File: src/rtl/hz_pkg.sv
package hz_pkg;

    localparam int SELW = 2;

    typedef enum logic [SELW-1:0] {
        SRC_RF  = 2'b00,
        SRC_MEM = 2'b01,
        SRC_WB  = 2'b10
    } src_sel_e;

    typedef struct packed {
        logic ld_use;
        logic br_ex;
        logic br_memld;
    } stall_why_t;

    function automatic src_sel_e pick_src(input logic mem_hit, input logic wb_hit);
        if (mem_hit)     return SRC_MEM;
        else if (wb_hit) return SRC_WB;
        else             return SRC_RF;
    endfunction

endpackage

File: src/rtl/hz_match.sv
module hz_match #(
    parameter int AW = 5
) (
    input  logic [AW-1:0] src,
    input  logic [AW-1:0] dst,
    input  logic          wen,
    output logic          hit
);
    always_comb hit = wen && (dst != '0) && (src == dst);
endmodule

File: src/rtl/hz_src_pick.sv
module hz_src_pick
    import hz_pkg::*;
#(
    parameter int AW = 5
) (
    input  logic [AW-1:0]   src,
    input  logic [AW-1:0]   mem_dst,
    input  logic            mem_wen,
    input  logic [AW-1:0]   wb_dst,
    input  logic            wb_wen,
    output logic [SELW-1:0] sel
);
    logic mem_hit, wb_hit;

    hz_match #(.AW(AW)) u_mem (.src(src), .dst(mem_dst), .wen(mem_wen), .hit(mem_hit));
    hz_match #(.AW(AW)) u_wb  (.src(src), .dst(wb_dst),  .wen(wb_wen),  .hit(wb_hit));

    always_comb sel = pick_src(mem_hit, wb_hit);
endmodule

File: src/rtl/hz_stall_ctl.sv
module hz_stall_ctl
    import hz_pkg::*;
#(
    parameter int AW   = 5,
    parameter int NSRC = 2
) (
    input  logic [NSRC-1:0][AW-1:0] id_src,
    input  logic [NSRC-1:0]         id_use,
    input  logic                    id_branch,
    input  logic [AW-1:0]           ex_dst,
    input  logic                    ex_wen,
    input  logic                    ex_load,
    input  logic [AW-1:0]           mem_dst,
    input  logic                    mem_wen,
    input  logic                    mem_load,
    output logic                    stall
);
    logic [NSRC-1:0] ex_hit, memld_hit;
    logic            memld_wen;
    stall_why_t      why;

    always_comb memld_wen = mem_wen && mem_load;

    for (genvar i = 0; i < NSRC; i++) begin : g_src
        logic ex_raw, mem_raw;
        hz_match #(.AW(AW)) u_ex  (.src(id_src[i]), .dst(ex_dst),  .wen(ex_wen),    .hit(ex_raw));
        hz_match #(.AW(AW)) u_mem (.src(id_src[i]), .dst(mem_dst), .wen(memld_wen), .hit(mem_raw));
        always_comb begin
            ex_hit[i]    = ex_raw  && id_use[i];
            memld_hit[i] = mem_raw && id_use[i];
        end
    end

    always_comb begin
        why.ld_use   = ex_load && (|ex_hit);
        why.br_ex    = id_branch && (|ex_hit);
        why.br_memld = id_branch && (|memld_hit);
        stall        = |why;
    end
endmodule

File: src/rtl/hz_unit.sv
module hz_unit
    import hz_pkg::*;
#(
    parameter int AW   = 5,
    parameter int NSRC = 2
) (
    input  logic [NSRC-1:0][AW-1:0]   id_src,
    input  logic [NSRC-1:0]           id_use,
    input  logic                      id_branch,
    input  logic [NSRC-1:0][AW-1:0]   ex_src,
    input  logic [AW-1:0]             ex_dst,
    input  logic                      ex_wen,
    input  logic                      ex_load,
    input  logic [AW-1:0]             mem_dst,
    input  logic                      mem_wen,
    input  logic                      mem_load,
    input  logic [AW-1:0]             wb_dst,
    input  logic                      wb_wen,
    output logic [NSRC-1:0][SELW-1:0] ex_sel,
    output logic [NSRC-1:0][SELW-1:0] id_sel,
    output logic                      pc_hold,
    output logic                      ifid_hold,
    output logic                      idex_bubble
);
    logic stall;

    for (genvar i = 0; i < NSRC; i++) begin : g_op
        hz_src_pick #(.AW(AW)) u_ex_pick (
            .src(ex_src[i]), .mem_dst(mem_dst), .mem_wen(mem_wen),
            .wb_dst(wb_dst), .wb_wen(wb_wen), .sel(ex_sel[i])
        );
        hz_src_pick #(.AW(AW)) u_id_pick (
            .src(id_src[i]), .mem_dst(mem_dst), .mem_wen(mem_wen),
            .wb_dst(wb_dst), .wb_wen(wb_wen), .sel(id_sel[i])
        );
    end

    hz_stall_ctl #(.AW(AW), .NSRC(NSRC)) u_stall (
        .id_src(id_src), .id_use(id_use), .id_branch(id_branch),
        .ex_dst(ex_dst), .ex_wen(ex_wen), .ex_load(ex_load),
        .mem_dst(mem_dst), .mem_wen(mem_wen), .mem_load(mem_load),
        .stall(stall)
    );

    always_comb begin
        pc_hold     = stall;
        ifid_hold   = stall;
        idex_bubble = stall;
    end
endmodule

File: config.mk
export PLATFORM = sky130hd
export DESIGN_NAME = hz_unit
export DESIGN_NICKNAME = d
export VERILOG_FILES = /design/src/rtl/hz_pkg.sv /design/src/rtl/hz_match.sv /design/src/rtl/hz_src_pick.sv /design/src/rtl/hz_stall_ctl.sv /design/src/rtl/hz_unit.sv
export SDC_FILE = /design/constraint.sdc
export NUM_CORES = 1
export LEC_CHECK = 0
export BUFFER_PORTS_ARGS = -buffer_cell sky130_fd_sc_hd__buf_2
export CAP_MARGIN = 20
export CELL_PAD_IN_SITES_DETAIL_PLACEMENT = 2
export CELL_PAD_IN_SITES_GLOBAL_PLACEMENT = 2
export CORE_ASPECT_RATIO = 1.75
export CORE_MARGIN = 4
export CORE_UTILIZATION = 26
export DETAILED_ROUTE_END_ITERATION = 8
export GPL_TIMING_DRIVEN = 0
export PLACE_DENSITY = 0.93
export SYNTH_ARGS = -nofsm -noshare
export SYNTH_HDL_FRONTEND = slang
export SYNTH_HIERARCHICAL = 1
export SYNTH_SLANG_ARGS = --single-unit
File: constraint.sdc
create_clock -name vclk -period 3.8
set_input_delay 0.57 -clock vclk [all_inputs]
set_output_delay 0.57 -clock vclk [all_outputs]
set_load 0.005 [all_outputs]
-- Word-level counts from Yosys, hierarchy flattened
Cells that the tools add are included.
Widths: inputs -> output; s select.
- equal/unequal tests: 10
- mux-type cells: 8
- reduce and logical (&&, ||, !) cells: 30
- operators with widths (kind ; count):
    $eq 5x5->1 ; 10
    $logic_and 1x1->1 ; 24
    $mux 2 ; 8
    $reduce_bool 5->1 ; 3
    $reduce_or 2->1 ; 2
    $reduce_or 3->1 ; 1
- flip-flop bits (word level): 0
- input bits: 43
- output and inout port bits: 11
- logic and storage cells: 48

-- Logic depth before layout (Yosys ltp)
Gate-level depths: netlist (run 1).
- depth after elaboration: 7
- gate-level depth with buffers: 6
- mapped depth without buffers: 5

-- Cells and area by module
The synthesis (run 1) kept the hierarchy.
- by module, submodules not included (module ; instances ; cells each ; area each (um2) ; sequential area each (um2)):
    hz_match ; 12 ; 10 ; 70.1 ; 0.0
    hz_src_pick ; 4 ; 2 ; 21.3 ; 0.0
    hz_stall_ctl ; 1 ; 6 ; 35.0 ; 0.0
    hz_unit ; 1 ; 2 ; 15.0 ; 0.0

-- Least setup slack after synthesis (run 1)
No wires, ideal clock.
- path type: input to output
- from: in ex_dst[4]
- to: out ifid_hold
- arrival time: 1.540 ns
- required time: 3.230 ns
- path slack: 1.690 ns
- cell stages on the path: 6
- path buffers: 1
- cells stage by stage: or2_1 -> o21ai_0 -> and4_1 -> a22oi_1 -> o22ai_1 -> buf_4
- longest elaborated chain between the ends: 7
- elaborated cells on any way between the ends: 12
- those cells by class: eq/ne (2); reduce/logical (10)
- ends and longest elaborated chain (what ; line ; source):
    from (decl) ; hz_unit.sv:11 ; input logic [AW-1:0] ex_dst,
    $reduce_bool 5->1 ; hz_match.sv:9 ; always_comb hit = wen && (dst != '0) && (src == dst);
    $logic_and 1x1->1 ; hz_match.sv:9 ;
    $logic_and 1x1->1 (*) ; hz_match.sv:9 ;
    via u_stall.g_src[0].ex_raw ; hz_stall_ctl.sv:25 ; logic ex_raw, mem_raw;
    $logic_and 1x1->1 (*) ; hz_stall_ctl.sv:29 ; ex_hit[i] = ex_raw && id_use[i];
    $reduce_or 2->1 (*) ; hz_stall_ctl.sv:35, hz_stall_ctl.sv:36 ;
    $logic_and 1x1->1 (on tied branches) ; hz_stall_ctl.sv:36, hz_stall_ctl.sv:35 ;
    $reduce_or 3->1 (*) ; hz_stall_ctl.sv:38 ; stall = |why;
    to (decl) ; hz_unit.sv:22 ; output logic ifid_hold,
Mark *: on every way through the listed nets, which the timed path passes. The rest lies on a longest branch.

-- Final worst setup path (run 1)
- from: in mem_dst[3]
- to: out pc_hold
- longest elaborated chain between the ends: 7
- elaborated cells on any way between the ends: 11
- those cells by class: eq/ne (2); reduce/logical (9)
- ends and longest elaborated chain (what ; line ; source):
    from (decl) ; hz_unit.sv:14 ; input logic [AW-1:0] mem_dst,
    $reduce_bool 5->1 ; hz_match.sv:9 ;
    $logic_and 1x1->1 ; hz_match.sv:9 ;
    $logic_and 1x1->1 (*) ; hz_match.sv:9 ;
    via u_stall.g_src[1].mem_raw ; hz_stall_ctl.sv:25 ;
    $logic_and 1x1->1 (*) ; hz_stall_ctl.sv:30 ; memld_hit[i] = mem_raw && id_use[i];
    $reduce_or 2->1 (*) ; hz_stall_ctl.sv:37 ; why.br_memld = id_branch && (|memld_hit);
    $logic_and 1x1->1 (*) ; hz_stall_ctl.sv:37 ;
    $reduce_or 3->1 (*) ; hz_stall_ctl.sv:38 ;
    to (decl) ; hz_unit.sv:21 ; output logic pc_hold,
Marks and branches as above.

==> metrics.txt, run 1 <==
Top Family by Delay on Critical Path simple AND/OR/NAND/NOR gates; Synth top area share 32.3%; # IOs 54; Setup Buffers After CTS 0; switching pwr 0.0000711 W; Fmax slightly below 400 MHz; Placement Setup Slack roughly 1.2 ns; final hold vios 0; Clock Power Share 0%; hold-fix buffers at CTS 0; Hold Path Class input pin to output pin; Avg Inst Size Synth 7.18 um^2; wire per inst between 15 and 20 um; grt ovf 0; first-pass GRT wire length 6120 um; Comb pwr share 100.0%; final setup fails 0; Post-DP Area between 1000 and 1500 um^2; Pwr per Cell Area 96.6 nW/um^2; Port-buffer cells 54; WP depth 8; number of vias per cell roughly 5.2; count of flip-flops and latches 0; CP Launch Point mem_dst[3]; worst slew pin tran about 0.32 ns; Site Rows 29; Area Overhead vs Synth 33.6%; Final min period 2.60 ns; max-slew violations 0; nets@finish about 240; YS warnings 6; Crit Path Max Fanout 12; largest net degree at the start of global routing 13; Die Ht about 89 um; leakage approximately 0.59 nW; CORE AREA 3630 um^2; # clk buffers 0; initial cell density of the core 26.9%; crit path buf inv count 3; Seq pwr share 0%; Slew Limit Headroom between 70% and 80%; Slowest-stage cell, CP nor3_1; maxcap violations 0; dominant cell type by area after synthesis xor2_1; DRT iter0 DRCs 13; critical path launch point type input pin; vias in the first global route approximately 1400; Post-Syn Nets around 180; share of layout cells above drive strength 1 between 30% and 40%; Largest stage delay, worst path 0.27 ns; internal power between 0.00005 and 0.00006 W; Critical Path End Type output pin; Sequential cell area 0 um^2; Post-DP HPWL roughly 3600 um; Distinct cells, synth 15; fin crit share between 60% and 70%; dpl cells around 240; Cells after Synth ~140; Die Footprint 4840 um^2; Setup TNS 0 ns; Critical Path AT between 2 and 2.5 ns; hold slack around 1.5 ns; Initial DRT Pass Iterations 4; Tot GR Track Use 17.0%; Final Worst Setup Slack 1.20 ns; top post-synthesis cells by area xor2_1 32%, and4_1 11%, xnor2_1 11%; crit path to pc_hold; die width roughly 54 um; WP data required approximately 3.2 ns; maximum vdd ir drop between 0.04 and 0.05 mV; critical path type input pin to output pin; outcome complete, no violations; non-filler cells, final around 240; sequential element share of the synthesized area 0%; RSZ-0062 raised after global routing false; critical path's most frequent cell buf_2; Ant. Diodes 0; initial antenna violation count 0; DRT antenna net count 0; DRC 0; post-synthesis cell area between 900 and 1000 um^2; via count around 1200; final wirelength 4190 um; Placer Congestion 0.766; CP Cell Sequence buf_2 -> xor2_1 -> nor3_1 -> and4_1 -> a22oi_1 -> o22ai_1 -> buf_4 -> buf_2; PostCTS Resize Cnt 0; fin area 1300 um^2; switching share of power around 56%
per-stage QoR:
step,power [W],utilization (%)
2_1_floorplan,0.0000559,-
3_3_place_gp,0.000120,35.9
3_5_place_dp,0.000127,35.9
4_1_cts,0.000128,35.9
5_1_grt,0.000139,35.9
6_report,0.000126,35.9
synthesized netlist by cell type (all sizes together):
| cell | count |
|---|---|
| xor2 | 36 |
| nor3 | 12 |
| and4 | 12 |
| nor2b | 4 |
| o21ai | 12 |
| xnor2 | 12 |
| a22oi | 2 |
| buf | 6 |
| inv | 1 |
| nand2 | 12 |
| nor2 | 1 |
| o22ai | 1 |
| nor4 | 12 |
| and2 | 1 |
| or2 | 12 |
final cells by class:
type                            count  area [um^2]
Fill cell                         461         2320
Multi-Input combinational cell    129          927
Timing Repair Buffer               54          270
Tap cell                           46         57.6
Buffer                              6         45.0
Inverter                            1         3.75
worst min path at each step:
stage / startpoint / end / depth (start not counted)
detailed placement: id_branch / idex_bubble / 4
floorplan: id_branch / idex_bubble / 2
global placement: id_branch / idex_bubble / 4
CTS: id_branch / idex_bubble / 4
global route: id_branch / idex_bubble / 4
finish: id_branch / idex_bubble / 4
routing by layer:
layer	wire [um]	track usage, %	vias up
met3	238	0.835	4
met5	0	0	-
li1	-	-	592
met1	1480	16.5	599
met4	44	2.27	0
met2	2430	36.6	41
power by group through the flow:
stage               registers, W  clock network (W)  logic (W)
floorplan                      0                  0  0.0000559
global placement               0                  0   0.000120
detailed placement             0                  0   0.000127
CTS                            0                  0   0.000128
global route                   0                  0   0.000139
finish                         0                  0   0.000126
cell families after synthesis:
kind of cell	after synthesis	synth area share (%)
and+or+nand+nor	66	43.6
buffers and inverters	7	5.00
xor gates and xnor gates	48	43.1
AOI/OAI and AO/OA	15	8.33
placed cells by master, fill, tap and decap left out, drive strengths merged:
cell type	Yosys	layout
o22ai	1	1
nor2	1	1
xor2	36	36
nor4	12	12
nor2b	4	4
nand2	12	12
o21ai	12	12
and2	1	1
nor3	12	12
inv	1	1
and4	12	12
xnor2	12	12
buf	6	60
a22oi	2	2
or2	12	12
(Power assumes the default switching activity.)
==> run 2, diff against run 1 <==
--- a/config.mk
+++ b/config.mk
@@ -11,10 +11,10 @@
 export CELL_PAD_IN_SITES_GLOBAL_PLACEMENT = 2
 export CORE_ASPECT_RATIO = 1.75
 export CORE_MARGIN = 4
-export CORE_UTILIZATION = 26
+export CORE_UTILIZATION = 22
 export DETAILED_ROUTE_END_ITERATION = 8
 export GPL_TIMING_DRIVEN = 0
-export PLACE_DENSITY = 0.93
+export PLACE_DENSITY = 0.84
 export SYNTH_ARGS = -nofsm -noshare
 export SYNTH_HDL_FRONTEND = slang
 export SYNTH_HIERARCHICAL = 1
==> constraint.sdc (replaced) <==
create_clock -name vclk -period 2.2
set_input_delay 0.33 -clock vclk [all_inputs]
set_output_delay 0.33 -clock vclk [all_outputs]
set_load 0.005 [all_outputs]
==> metrics.txt, run 2 (synthesized netlist as in run 1, its figures left out) <==
Die Footprint 5610 um^2 (+16%); fin crit share a little over nine tenths; nets@finish 235 (unchanged); via count 1207 (-2.3%); Setup TNS 0 ns (unchanged); Critical Path End Type output pin; area of the multi-input gates 938 um^2 (+1.2%); largest net degree at the start of global routing 13 (unchanged); max-slew violations 0 (unchanged); share of layout cells above drive strength 1 34.7% (+1.1 points); fin area 1320 um^2 (+1.3%); DRT iter0 DRCs 15 (+2); Final min period 2.08 ns; Placer Congestion 0.791 (+3.3%); commonest non-fill, non-tap cell in the layout buf_2; critical path type input pin to output pin; final wirelength 3930 um (-6.3%); maxcap violations 0 (unchanged); outcome complete, no violations; Post-DP HPWL 3400 um (-4.5%); maximum vdd ir drop 0.0598 mV (+44%); number of vias per cell 5.05 (-3.6%); WP data required 1.87 ns (-1.36 ns); Fmax 481 MHz; Ant. Diodes 0 (unchanged); commonest non-fill, non-tap cells in the layout 53 x buf_2, 36 x xor2_1; Port-buffer cells 54 (unchanged); # clk buffers 0 (unchanged); Slew Limit Headroom 79.0% (+0.50 points); DRT antenna net count 0 (unchanged); Sequential cell area 0 um^2 (unchanged); Pwr per Cell Area 162 nW/um^2 (+68%); die width 58.3 um (+7.4%); worst slew pin tran 0.315 ns (-0.00453 ns); Post-DP Area 1310 um^2 (+0.29%); wire per inst 16.4 um (-7.4%); Die Ht 96.1 um (+7.9%); Area Overhead vs Synth 35.4%; Critical Path AT 1.75 ns (-0.28 ns); vias in the first global route 1326 (-2.7%); # IOs 54 (unchanged); Hold Path Class input pin to output pin; count of flip-flops and latches 0 (unchanged); DRC 0 (unchanged); initial cell density of the core 23.1% (-3.8 points); Tot GR Track Use 14.2% (-2.7 points); total power 0.000215 W (+70%); Site Rows 31 (+6.9%); grt ovf 0 (unchanged); Setup Buffers After CTS 0 (unchanged); initial antenna violation count 0 (unchanged); Fillers 538 (+17%); critical path launch point type input pin; Crit Path Max Fanout 12 (unchanged); leakage 0.598 nW (+0.54%); first-pass GRT wire length 6320 um (+3.3%); final setup fails 0 (unchanged); final hold vios 0 (unchanged); CORE AREA 4230 um^2 (+17%); RSZ-0062 raised after global routing false; Initial DRT Pass Iterations 2 (-2)
run 2: cell types whose count changed in the layout (fill, tap and decap cells not counted):
cell / change
o22ai_1: -1
a22oi_1: -1
buf_2: -1
a22oi_2: +1
o22ai_2: +1
clkbuf_4: +1
run 2: area by class of cell:
cell class,count,share of cell area (%)
Inverter,1,0.284
Tap cell,49,4.64
Timing Repair Buffer,54,20.6
Multi-Input combinational cell,129,71.0
Buffer,6,3.41
run 2: worst paths after layout:
kind	to	start	cells after the start
worst min-delay path	idex_bubble	id_branch	4
worst max-delay path	pc_hold	mem_dst[3]	8
run 2: where the power goes:
| part | internal, W | switching, W |
|---|---|---|
| logic | 0.0000954 | 0.000119 |
| clock network | 0 | 0 |
| registers | 0 | 0 |
| total | 0.0000954 | 0.000119 |
run 2: repair_timing:
| item | 4_1_cts | 5_1_grt |
|---|---|---|
| gates resized for setup | 0 | 3 |
| setup endpoints to repair | 0 | 3 |
| hold endpoints to repair | 0 | 0 |
| hold buffers | 0 | 0 |
run 2: layer usage:
metal  track usage (%)  part of all wire [%]
met3              1.48                   5.4
met1              14.7                    35
met2              29.4                    58
met5                 0                     0
met4              2.71                   2.1
run 2: stage by stage:
stage / worst slack [ns] / hold WS (ns) / utilization, % / cells
CTS: 0.000907 / 1.07 / 30.9 / 239
finish: 0.120 / 1.04 / 31.3 / 239
floorplan: 0.570 / 0.776 / - / 136
global placement: 0.0244 / 1.06 / 30.9 / 239
global route: 0.0511 / 1.04 / 31.3 / 239
detailed placement: 0.000236 / 1.07 / 30.9 / 239
run 2: worst max-delay path, stage by stage:
cell,delay (ns)
buf_2,0.20
xor2_1,0.19
nor3_1,0.28
and4_1,0.24
a22oi_2,0.08
o22ai_2,0.18
buf_4,0.14
buf_2,0.10
==> run 3, diff against run 2 <==
--- a/config.mk
+++ b/config.mk
@@ -11,11 +11,10 @@
 export CELL_PAD_IN_SITES_GLOBAL_PLACEMENT = 2
 export CORE_ASPECT_RATIO = 1.75
 export CORE_MARGIN = 4
-export CORE_UTILIZATION = 22
+export CORE_UTILIZATION = 20
 export DETAILED_ROUTE_END_ITERATION = 8
 export GPL_TIMING_DRIVEN = 0
-export PLACE_DENSITY = 0.84
+export PLACE_DENSITY = 0.83
 export SYNTH_ARGS = -nofsm -noshare
 export SYNTH_HDL_FRONTEND = slang
-export SYNTH_HIERARCHICAL = 1
 export SYNTH_SLANG_ARGS = --single-unit
==> metrics.txt, run 3 <==
CP Cell Sequence buf_2 -> or4_4 -> o21ai_4 -> buf_4 -> o32ai_2 -> buf_4 -> buf_2; Synth top area share 42.1% (+9.8 points); maximum vdd ir drop 0.0612 mV (+2.4%); RSZ-0062 raised after global routing true; critical path type input pin to output pin; Largest stage delay, worst path 0.54 ns (+0.26 ns); initial antenna violation count 0 (unchanged); Critical Path AT 1.81 ns (+0.06 ns); fin crit share 97.4% (+2.9 points); final wirelength 3280 um (-17%); # clk buffers 0 (unchanged); Sequential cell area 0 um^2 (unchanged); DRT antenna net count 0 (unchanged); final core occ 29.5% (-1.7 points); Setup TNS 0 ns (unchanged); via count 884 (-27%); count of flip-flops and latches 0 (unchanged); DRT iter0 DRCs 9 (-6); Placement Setup Slack -0.0414 ns (-0.0417 ns); grt ovf 0 (unchanged); Fmax 467 MHz (-2.9%); Area Overhead vs Synth 40.7%; Hold Path Class input pin to output pin; Port-buffer cells 44 (-19%); Top Family by Delay on Critical Path buffers and inverters; Pwr per Cell Area 179 nW/um^2 (+10%); outcome complete, no violations; top post-synthesis cells by area xor2_1 42%, xnor2_1 15%, nor4_2 6.5%; YS warnings 0 (-6); most frequent cell after synthesis xor2_1; first-pass GRT wire length 4980 um (-21%); Site Rows 29 (-6.5%); worst hold path depth 4 (unchanged); maxcap violations 0 (unchanged); Cells after Synth 99 (-27%); vias in the first global route 1031 (-22%); crit path buf inv count 4 (+1); leakage 0.498 nW (-17%); Final min period 2.14 ns (+0.0631 ns); commonest non-fill, non-tap cell in the layout buf_2; final hold vios 0 (unchanged); initial cell density of the core 21.0% (-2.1 points); Die Footprint 4940 um^2 (-12%); wire per inst 17.3 um (+5.0%); Ant. Diodes 0 (unchanged); DRC 0 (unchanged); Tot GR Track Use 13.1% (-1.1 points); Distinct cells, synth 22 (+7); die width 54.9 um (-5.9%); Slowest-stage cell, CP or4_4; worst slew pin tran 0.507 ns (+0.192 ns); Placer Congestion 0.686 (-13%); Slew Limit Headroom 65.9% (-13 points); critical path launch point type input pin; hold_sp mem_load; Critical Path End Type output pin; commonest non-fill, non-tap cells in the layout 49 x buf_2, 37 x xor2_1, 13 x xnor2_1, 7 x buf_4, 6 x or4_1; Initial DRT Pass Iterations 3 (+1); max-slew violations 0 (unchanged); Crit Path Max Fanout 5 (-7); dominant cell type by area after synthesis xor2_1; post-synthesis cell area 769 um^2 (-21%); Post-Syn Nets 142 (-21%); sequential element share of the synthesized area 0% (unchanged); largest net degree at the start of global routing 6 (-7); Post-DP HPWL 2790 um (-18%); Final Worst Setup Slack 0.0566 ns (-0.0631 ns); Die Ht 90.1 um (-6.3%); number of vias per cell 4.65 (-7.9%); top cells by count, synth 37 x xor2_1, 13 x xnor2_1, 6 x buf_4, 6 x clkbuf_1, 6 x or4_1; Hold Crit Endpoint idex_bubble; nets@finish 189 (-20%); # IOs 54 (unchanged); Avg Inst Size Synth 7.77 um^2 (+8.3%); WP data required 1.87 ns (about the same); hold slack 1.08 ns (+0.0459 ns); CORE AREA 3660 um^2 (-13%); share of layout cells above drive strength 1 48.6% (+14 points); final setup fails 0 (unchanged)
## run 3: cell types whose count changed after synthesis, sizes merged, moves of 3 or more
cell / previous run / this run
and4: 12 / 0
or2: 12 / 0
nor3: 12 / 2
o21ai: 12 / 2
nand2: 12 / 3
or4: 0 / 7
clkbuf: 0 / 6
buf: 6 / 10
nor2b: 4 / 0
nor4: 12 / 8
nand3: 0 / 3
## run 3: timing repair
| action | CTS | global route |
|---|---|---|
| hold buffers | 0 | 0 |
| buffers inserted | 1 | 0 |
| setup endpoints to repair | 3 | 6 |
| pin swaps | 2 | 3 |
| gates resized for setup | 7 | 6 |
## run 3: tightest hold or removal path: cells and delay by family
family	cells	cell delay, ns
buf+inv	2	0.23
simple gates	1	0.09
compound gates	1	0.10
## run 3: worst max-delay path by stage
stage / startpoint / endpoint / slack [ns] / cells after the start
detailed placement: mem_dst[3] / ex_sel[1] / -0.04 / 6
finish: mem_dst[2] / pc_hold / 0.06 / 7
floorplan: mem_dst[4] / ifid_hold / 0.28 / 6
CTS: mem_dst[2] / id_sel[3] / 0.01 / 6
global route: mem_dst[2] / pc_hold / -0.01 / 7
global placement: mem_dst[3] / ex_sel[1] / 0.01 / 6
## run 3: layout make-up
| cell class | instances | area (um^2) |
|---|---|---|
| buffer | 16 | 101 |
| timing repair buffer | 45 | 228 |
| fill | 459 | 2580 |
| multi-input combinational | 83 | 696 |
| tap | 46 | 57.6 |
## run 3: report_power, final
part           switching [W]  internal [W]
Clock                      0             0
Combinational       0.000105     0.0000887
Sequential                 0             0
## run 3: layer usage
| metal | vias to the layer above | global-route usage [%] | routed length, um |
|---|---|---|---|
| li1 | 421 | - | - |
| met1 | 427 | 13.5 | 1110 |
| met2 | 36 | 27.2 | 1970 |
| met3 | 0 | 1.32 | 200 |
| met4 | 0 | 0.203 | 0 |
| met5 | - | 0 | 0 |
## run 3: cell families after synthesis
kind of cell,count (synthesis),share of synthesized area [%]
xor+xnor,50,56.9
simple gates,27,24.1
compound gates,6,6.99
buf+inv,16,12.0
## run 3: stage by stage
stage / total power, W / cells / cell area (um^2)
2_1_floorplan: 0.000108 / 99 / 769
3_3_place_gp: 0.000177 / 189 / 1050
3_5_place_dp: 0.000187 / 189 / 1050
4_1_cts: 0.000192 / 190 / 1070
5_1_grt: 0.000211 / 190 / 1080
6_report: 0.000194 / 190 / 1080
